===== src/rtl/sdram_cfg_pkg.sv =====
package sdram_cfg_pkg;

  localparam int BUS_DW = 32;

  // register offsets (bytes)
  localparam int OFS_SYS = 'h0;
  localparam int OFS_CMD = 'h4;
  localparam int OFS_TIM = 'h8;

  // timing field widths
  localparam int TRP_W   = 3;
  localparam int TRCD_W  = 3;
  localparam int TREFI_W = 11;
  localparam int TRFC_W  = 4;

  // command lines, CS in the least significant position
  typedef struct packed {
    logic ras;
    logic cas;
    logic we;
    logic cs;
  } cmd_t;

  localparam int CMD_W = $bits(cmd_t);

  typedef struct packed {
    logic [TRFC_W-1:0]  rfc;
    logic [TREFI_W-1:0] refi;
    logic               cl3;
    logic [TRCD_W-1:0]  rcd;
    logic [TRP_W-1:0]   rp;
  } timing_t;

  localparam int TIM_W = $bits(timing_t);

  localparam logic [2:0] SYS_RST = 3'b011;
  localparam timing_t TIM_RST = '{rfc: 4'd8, refi: 11'd740, cl3: 1'b0,
                                  rcd: 3'd2, rp: 3'd2};

  // active-high request to active-low pin levels
  function automatic cmd_t req_to_pins(cmd_t req);
    return ~req;
  endfunction

  function automatic logic [BUS_DW-1:0] timing_word(timing_t t);
    return BUS_DW'(t);
  endfunction

endpackage


===== src/rtl/cfg_regfile.sv =====
module cfg_regfile
  import sdram_cfg_pkg::*;
#(
  parameter int BUS_AW = 4,
  parameter int ROW_W  = 13,
  parameter int BA_W   = 2
) (
  input  logic              clk,
  input  logic              rst_n,
  input  logic [BUS_AW-1:0] bus_addr,
  input  logic              bus_we,
  input  logic              bus_re,
  input  logic [BUS_DW-1:0] bus_wdata,
  output logic [BUS_DW-1:0] bus_rdata,
  output logic              bypass_en,
  output logic              core_rst,
  output logic              cke,
  output timing_t           tim,
  output logic [ROW_W-1:0]  byp_addr,
  output logic [BA_W-1:0]   byp_ba,
  output logic              byp_wr,
  output cmd_t              wr_cmd
);

  localparam int ADDR_LSB = CMD_W;
  localparam int BA_LSB   = ADDR_LSB + ROW_W;

  logic sel_sys, sel_cmd, sel_tim;
  assign sel_sys = (bus_addr == BUS_AW'(OFS_SYS));
  assign sel_cmd = (bus_addr == BUS_AW'(OFS_CMD));
  assign sel_tim = (bus_addr == BUS_AW'(OFS_TIM));

  logic [2:0]        sys_q;
  timing_t           tim_q;
  logic [ROW_W-1:0]  addr_q;
  logic [BA_W-1:0]   ba_q;
  logic [BUS_DW-1:0] rd_val, rdata_q;

  wire unused_wdata = ^bus_wdata;

  always_ff @(posedge clk or negedge rst_n) begin
    if (!rst_n) begin
      sys_q  <= SYS_RST;
      tim_q  <= TIM_RST;
      addr_q <= '0;
      ba_q   <= '0;
    end else if (bus_we) begin
      if (sel_sys) sys_q <= bus_wdata[2:0];
      if (sel_tim) tim_q <= timing_t'(bus_wdata[TIM_W-1:0]);
      if (sel_cmd) begin
        addr_q <= bus_wdata[ADDR_LSB +: ROW_W];
        ba_q   <= bus_wdata[BA_LSB +: BA_W];
      end
    end
  end

  always_comb begin
    rd_val = '0;
    if (sel_sys) rd_val[2:0] = sys_q;
    if (sel_cmd) begin
      rd_val[ADDR_LSB +: ROW_W] = addr_q;
      rd_val[BA_LSB +: BA_W]    = ba_q;
    end
    if (sel_tim) rd_val = timing_word(tim_q);
  end

  always_ff @(posedge clk or negedge rst_n) begin
    if (!rst_n) rdata_q <= '0;
    else        rdata_q <= bus_re ? rd_val : '0;
  end

  assign bus_rdata = rdata_q;
  assign bypass_en = sys_q[0];
  assign core_rst  = sys_q[1];
  assign cke       = sys_q[2];
  assign tim       = tim_q;
  assign byp_addr  = addr_q;
  assign byp_ba    = ba_q;
  assign byp_wr    = bus_we && sel_cmd;
  assign wr_cmd    = cmd_t'(bus_wdata[CMD_W-1:0]);

endmodule


===== src/rtl/byp_cmd_gen.sv =====
module byp_cmd_gen
  import sdram_cfg_pkg::*;
(
  input  logic clk,
  input  logic rst_n,
  input  logic byp_wr,
  input  cmd_t wr_cmd,
  output cmd_t cmd_q
);

  // one-cycle request: cleared on any cycle without a command write
  always_ff @(posedge clk or negedge rst_n) begin
    if (!rst_n) cmd_q <= '0;
    else        cmd_q <= byp_wr ? wr_cmd : '0;
  end

endmodule


===== src/rtl/pin_mux.sv =====
module pin_mux
  import sdram_cfg_pkg::*;
#(
  parameter int ROW_W = 13,
  parameter int BA_W  = 2
) (
  input  logic             bypass_en,
  input  cmd_t             byp_req,
  input  logic [ROW_W-1:0] byp_addr,
  input  logic [BA_W-1:0]  byp_ba,
  input  cmd_t             sched_pins,
  input  logic [ROW_W-1:0] sched_addr,
  input  logic [BA_W-1:0]  sched_ba,
  output cmd_t             pins,
  output logic [ROW_W-1:0] pin_addr,
  output logic [BA_W-1:0]  pin_ba
);

  cmd_t byp_pins;
  assign byp_pins = req_to_pins(byp_req);

  assign pins     = bypass_en ? byp_pins : sched_pins;
  assign pin_addr = bypass_en ? byp_addr : sched_addr;
  assign pin_ba   = bypass_en ? byp_ba   : sched_ba;

endmodule


===== src/rtl/sdram_cfg_regs.sv =====
module sdram_cfg_regs
  import sdram_cfg_pkg::*;
#(
  parameter int BUS_AW = 4,
  parameter int ROW_W  = 13,
  parameter int BA_W   = 2
) (
  input  logic               clk,
  input  logic               rst_n,
  input  logic [BUS_AW-1:0]  bus_addr,
  input  logic               bus_we,
  input  logic               bus_re,
  input  logic [BUS_DW-1:0]  bus_wdata,
  output logic [BUS_DW-1:0]  bus_rdata,
  input  logic               sched_cs_n,
  input  logic               sched_we_n,
  input  logic               sched_cas_n,
  input  logic               sched_ras_n,
  input  logic [ROW_W-1:0]   sched_addr,
  input  logic [BA_W-1:0]    sched_ba,
  output logic               sdram_cs_n,
  output logic               sdram_we_n,
  output logic               sdram_cas_n,
  output logic               sdram_ras_n,
  output logic [ROW_W-1:0]   sdram_addr,
  output logic [BA_W-1:0]    sdram_ba,
  output logic               sdram_cke,
  output logic               core_rst,
  output logic [TRP_W-1:0]   tm_rp,
  output logic [TRCD_W-1:0]  tm_rcd,
  output logic               tm_cl3,
  output logic [TREFI_W-1:0] tm_refi,
  output logic [TRFC_W-1:0]  tm_rfc
);

  logic             bypass_en, byp_wr;
  cmd_t             wr_cmd, byp_req, sched_pins, pins;
  timing_t          tim;
  logic [ROW_W-1:0] byp_addr;
  logic [BA_W-1:0]  byp_ba;

  cfg_regfile #(.BUS_AW(BUS_AW), .ROW_W(ROW_W), .BA_W(BA_W)) u_regs (
    .clk       (clk),
    .rst_n     (rst_n),
    .bus_addr  (bus_addr),
    .bus_we    (bus_we),
    .bus_re    (bus_re),
    .bus_wdata (bus_wdata),
    .bus_rdata (bus_rdata),
    .bypass_en (bypass_en),
    .core_rst  (core_rst),
    .cke       (sdram_cke),
    .tim       (tim),
    .byp_addr  (byp_addr),
    .byp_ba    (byp_ba),
    .byp_wr    (byp_wr),
    .wr_cmd    (wr_cmd)
  );

  byp_cmd_gen u_cmd (
    .clk    (clk),
    .rst_n  (rst_n),
    .byp_wr (byp_wr),
    .wr_cmd (wr_cmd),
    .cmd_q  (byp_req)
  );

  assign sched_pins = {sched_ras_n, sched_cas_n, sched_we_n, sched_cs_n};

  pin_mux #(.ROW_W(ROW_W), .BA_W(BA_W)) u_mux (
    .bypass_en  (bypass_en),
    .byp_req    (byp_req),
    .byp_addr   (byp_addr),
    .byp_ba     (byp_ba),
    .sched_pins (sched_pins),
    .sched_addr (sched_addr),
    .sched_ba   (sched_ba),
    .pins       (pins),
    .pin_addr   (sdram_addr),
    .pin_ba     (sdram_ba)
  );

  assign sdram_cs_n  = pins.cs;
  assign sdram_we_n  = pins.we;
  assign sdram_cas_n = pins.cas;
  assign sdram_ras_n = pins.ras;

  assign tm_rp   = tim.rp;
  assign tm_rcd  = tim.rcd;
  assign tm_cl3  = tim.cl3;
  assign tm_refi = tim.refi;
  assign tm_rfc  = tim.rfc;

endmodule


===== config.mk =====
export PLATFORM = sky130hd
export DESIGN_NAME = sdram_cfg_regs
export DESIGN_NICKNAME = d
export VERILOG_FILES = /design/src/rtl/sdram_cfg_pkg.sv /design/src/rtl/cfg_regfile.sv /design/src/rtl/byp_cmd_gen.sv /design/src/rtl/pin_mux.sv /design/src/rtl/sdram_cfg_regs.sv
export SDC_FILE = /design/constraint.sdc
export NUM_CORES = 1
export LEC_CHECK = 0
export ABC_AREA = 1
export BUFFER_PORTS_ARGS = -buffer_cell sky130_fd_sc_hd__buf_2
export CAP_MARGIN = 5
export CORE_ASPECT_RATIO = 0.8
export CORE_MARGIN = 5
export CORE_UTILIZATION = 41
export DETAILED_ROUTE_END_ITERATION = 12
export PLACE_DENSITY = 0.68
export SYNTH_ARGS = -nofsm -noshare
export SYNTH_HDL_FRONTEND = slang
export SYNTH_SLANG_ARGS = --single-unit

===== constraint.sdc =====
create_clock -name clk -period 3.36 [get_ports clk]
set_input_delay 0.168 -clock clk [delete_from_list [all_inputs] [get_ports clk]]
set_output_delay 0.168 -clock clk [all_outputs]
set_load 0.02 [all_outputs]

# Word-level counts from Yosys, hierarchy flattened
# Cells that the tools add are included.
[totals]
wordCells = 29
register_bits = 76
output_inout_bits = 75
inputBits = 59
[op_classes]
eq_ne = 2
muxes = 8
bitwise = 1
reduce_logical = 5
[op_table]
columns = ["cell", "count"]
rows = [
  ["2-to-1 mux 22 bit", 2],
  ["2-to-1 mux 15 bit", 1],
  ["2-to-1 mux 13 bit", 1],
  ["2-to-1 mux 4 bit", 2],
  ["AND reduction 2 bit", 3],
  ["equality test 4 x 3 -> 1 bit, second input constant", 1],
  ["equality test 4 bit, second input constant", 1],
  ["logical NOT 4 bit", 1],
  ["inverter 4 bit", 1],
  ["2-to-1 mux 3 bit", 1],
  ["2-to-1 mux 2 bit", 1],
  ["logical AND 1 bit", 1],
]

# Longest topological paths before layout
[logic_depth]
word_depth = 4
ltp_mapped = 6
mapped_depth_nobuf = 5

# Cells and area by module
# A second synthesis with hierarchy kept.
[hier_totals]
cells_unflattened = 374
hier_area_um2 = 3149.3
[modules_own_cells]
columns = ["mod", "cells_each", "area_each_um2", "seq_area_each_um2", "instances"]
rows = [
  ["cfg_regfile", 297, 2741.4, 1564.0, 1],
  ["pin_mux", 65, 277.8, 0.0, 1],
  ["byp_cmd_gen", 12, 130.1, 100.1, 1],
]

# Least setup slack after synthesis
# Ideal clock, no wire load.
[synth_path]
path_kind = "register to output"
from = "register u_regs.sys_q[0]"
to = "output port sdram_cas_n"
path_slack_ns = 1.812
stages_incl_launch_ff = 5
path_buffers = 2
required_time_ns = 3.192
arrival_time_ns = 1.380
path_cell_list = "dfstp_2 buf_2 inv_1 buf_2 o21ai_0"
[synth_between]
elab_chain_cells = 1
[synth_rtl]
columns = ["item", "line", "source"]
rows = [
  ["from (decl)", "cfg_regfile.sv:33", "logic [2:0] sys_q;"],
  ["from (signal assigned)", "cfg_regfile.sv:48", "if (sel_sys) sys_q <= bus_wdata[2:0];"],
  ["2-to-1 mux 4 bit", "pin_mux.sv:22", "assign pins = bypass_en ? byp_pins : sched_pins;"],
  ["to (decl)", "sdram_cfg_regs.sv:23", "output logic sdram_cas_n,"],
]
# No other way between the ends.

# Final worst setup path
[layout_path]
from = "register u_regs.sys_q[0]"
to = "output port sdram_we_n"
[layout_between]
elab_chain_cells = 1
[layout_rtl]
columns = ["item", "line", "source"]
rows = [
  ["2-to-1 mux 4 bit", "pin_mux.sv:22", ""],
  ["to (decl)", "sdram_cfg_regs.sv:22", "output logic sdram_we_n,"],
]
# No other way between the ends.

==> summary.md <==
| Metric | Value |
|---|---|
| WL per Instance | `between 15 and 20 µm` |
| Clock skew | `8.319 ps` |
| I/O pin cnt | `134` |
| Antenna-violating nets left | `0` |
| Layout cells sized above 1 | `between 30% and 40%` |
| Sequential area share after synthesis | `a little over half` |
| Fin cells | `between 500 and 600` |
| Synth warn | `0` |
| CTS Buf Count | `9` |
| First-pass GRT wire length | `between 10000 and 15000 µm` |
| Final min period | `around 2100 ps` |
| Yosys cell types | `16` |
| R2R depth | `2` |
| Crit path required time | `about 3200 ps` |
| Clk_lat worst skew | `350 ps` |
| # fillers | `a little under 700` |
| Initial antenna violation count | `0` |
| Number of DRC markers in iteration 0 | `approximately 280` |
| Area Growth Syn to Fin | `24.93%` |
| Flop pwr share | `between 40% and 50%` |
| Worst-path clk slew | `roughly 80 ps` |
| Slack of the worst reg-to-reg path | `~2300 ps` |
| Vert. Die Dim | `about 88 µm` |
| Pre-antenna DRT Iters | `4` |
| TritonCTS clock tree | `done` |
| Total GRT Usage | `between 15 and 20%` |
| Hold Path Stages | `3` |
| Worst-Margin Slew | `roughly 960 ps` |
| Switching share of power | `roughly 33%` |
| Clock share of power | `34.5%` |
| Final Hold Fails | `0` |
| VDD IR max | `364.0 µV` |
| CP startpoint kind | `register` |
| Clk root buf | `clkbuf_8` |
| Crit-path slowest cell | `dfstp_2` |
| Fin area | `between 3000 and 4000 µm²` |
| ANT cells | `0` |
| Vias per inst | `between 5 and 6` |
| Setup TNS | `0 ps` |
| Pwr dens | `between 600 and 700 nW/µm²` |
| Commonest cells after routing, fill and taps aside | `147 x nand2_1, 113 x buf_2, 76 x nand4_1` |
| DP Cell Count | `537` |
| Switch Pwr | `roughly 0.78 mW` |
| Number of setup violations in the final report | `0` |
| DP HPWL | `between 5000 and 6000 µm` |
| Critical Path Max Stage Delay | `~750 ps` |
| # DRC | `0` |
| Rel. slew slack | `between 30 and 40%` |
| Worst setup EP type | `primary output` |
| Mapped Area | `between 3000 and 4000 µm²` |
| Setup Crit Path Kind | `register to primary output` |
| RSZ-0062 raised after global routing | `no` |
| Synth area leaders | `dfrtp_1 45%, nand2_1 18%, nand4_1 15%` |
| # Post-CTS Setup Buffers | `0` |
| Synth area leader | `dfrtp_1` |
| Worst setup path endpoint | `sdram_we_n` |
| RePlAce Congestion | `0.8721` |
| Vias post-DR | `between 2000 and 3000` |
| Core box area | `7357 µm²` |
| CP cell instances | `inv_1 -> o21ai_0 -> buf_2` |
| Static leakage | `~2.2 nW` |
| FMAX | `0.4741 GHz` |
| Sink Count | `66` |
| Number of global-route vias before repair | `2624` |
| DP Area | `between 3000 and 4000 µm²` |
| Utilization after layout | `52.33%` |
| Initial Util | `about two fifths` |
| Period utilisation layout | `about 63%` |
| Status | `complete, no violations` |
| Htree depth | `3` |
| Fin. max-slew vios | `0` |
| FF-to-FF End | `u_regs.bus_rdata[0]` |
| Grt total ovfl | `0` |
| Hold Crit Class | `input pin to register` |
| WP data arrival | `approximately 1900 ps` |
| Int Power | `approximately 1.6 mW` |
| DRT Wirelength | `8857 µm` |
| Layout Nets | `slightly above 500` |
| Critical Path Fanout Max | `23` |
| DIE WIDTH | `about 110 µm` |
| Reg2reg start | `u_regs.sys_q[0]` |
| Floorplan row count | `28` |
| Synth Instances | `between 300 and 400` |
| Gate power share | `between 20% and 30%` |
| Most common cell after layout, fill and taps aside | `nand2_1` |
| Maximum number of pins on one net before global-route repair | `80` |
| Share of the synthesized area in the top cell type | `a little under half` |
| Critical Path Source | `u_regs.sys_q[0]` |
| Synthesized flop and latch total | `between 60 and 70` |
| Syn Area/Cell | `8.513 µm²` |
| Die ar. | `around 9400 µm²` |
| Maximum root-to-sink buffer count | `2` |
| Total of max-cap violations | `0` |
| IO Port Bufs | `between 100 and 150` |
state kept, by name, indices dropped and copies added (netlist names):
| register | cells |
|---|---|
| u_regs.byp_ba | 2 |
| u_cmd.cmd_q | 4 |
| u_regs.bus_rdata | 22 |
| u_regs.sys_q | 3 |
| u_regs.tim | 22 |
| u_regs.byp_addr | 13 |
per-stage QoR:
stage | setup slack, ps | power [mW] | hold WS (ps)
after floorplan | 1812 | 1.350 | -127.6
after global placement | 1507 | 1.540 | 352.7
after detailed placement | 1456 | 1.553 | 360.4
after global routing | 1052 | 2.468 | 40.69
final | 1251 | 2.351 | 57.33
after CTS | 1217 | 2.369 | 36.43
critical path: cells and delay by family (launching register included):
family                 cells  cell delay (ps)
DFF                        1              750
buffers and inverters      2              580
AOI/OAI and AO/OA          1              260
cell families after synthesis:
kind of cell	Yosys count	share of synthesized area (%)
AO/OA/AOI/OAI	4	0.6496
buffers and inverters	52	8.648
flip-flops	66	54.00
other	1	0.1217
AND/OR/NAND/NOR	239	36.58
power by group through the flow:
stage	sequential [mW]	combinational, mW	clock, mW
after floorplan	1.08	0.273	0
after global placement	1.02	0.519	0
after detailed placement	1.03	0.526	0
after CTS	1.01	0.528	0.827
after global routing	1.03	0.576	0.860
final	1.02	0.523	0.812
routing by layer:
layer  share of wire [%]  global-route usage [%]  wire, µm  vias up
li1                    -                       -         -     1388
met1                  47                   29.39      4135     1315
met2                  42                   26.06      3734      145
met3                 9.7                   6.338       862       13
met4                 1.4                   5.923       125        0
met5                   0                       0         0        -
what timing repair did:
action                                  in CTS  in global routing
resized for setup                            0                  0
hold endpoints to repair                    33                  0
endpoints found under the setup margin       0                  0
hold buffers                                 1                  0
Yosys cell counts:
| cell type | instances |
|---|---|
| dfrtp_1 | 56 |
| nor2_1 | 9 |
| inv_2 | 1 |
| clkbuf_1 | 6 |
| nor2_4 | 3 |
| inv_1 | 10 |
| nand3_4 | 1 |
| buf_1 | 4 |
| buf_4 | 13 |
| nand2_1 | 147 |
| o21ai_0 | 4 |
| conb_1 | 1 |
| dfstp_2 | 10 |
| nand4_1 | 76 |
| buf_2 | 18 |
| nand3_1 | 3 |
worst min path at each step:
stage                  start              endpoint  slack [ps]
2_1_floorplan          rst_n        u_cmd.cmd_q[0]        -130
3_3_place_gp           rst_n  u_regs.bus_rdata[19]         350
3_5_place_dp           rst_n  u_regs.bus_rdata[19]         360
4_1_cts        bus_wdata[21]        u_regs.tim[21]          40
5_1_grt        bus_wdata[13]        u_regs.tim[13]          40
6_report       bus_wdata[21]        u_regs.tim[21]          60
area by class of cell:
class                   count  area (µm²)  area share [%]
flip-flops and latches     66        1664           43.22
multi-input cells         253        1185           30.78
repair buffers            118       605.6           15.73
clock buffers              10       127.6           3.315
clock inverters             6       113.9           2.957
well taps                  90       112.6           2.925
inverters                  11       41.29           1.072
Note: power is estimated with default switching activity, not from simulation.
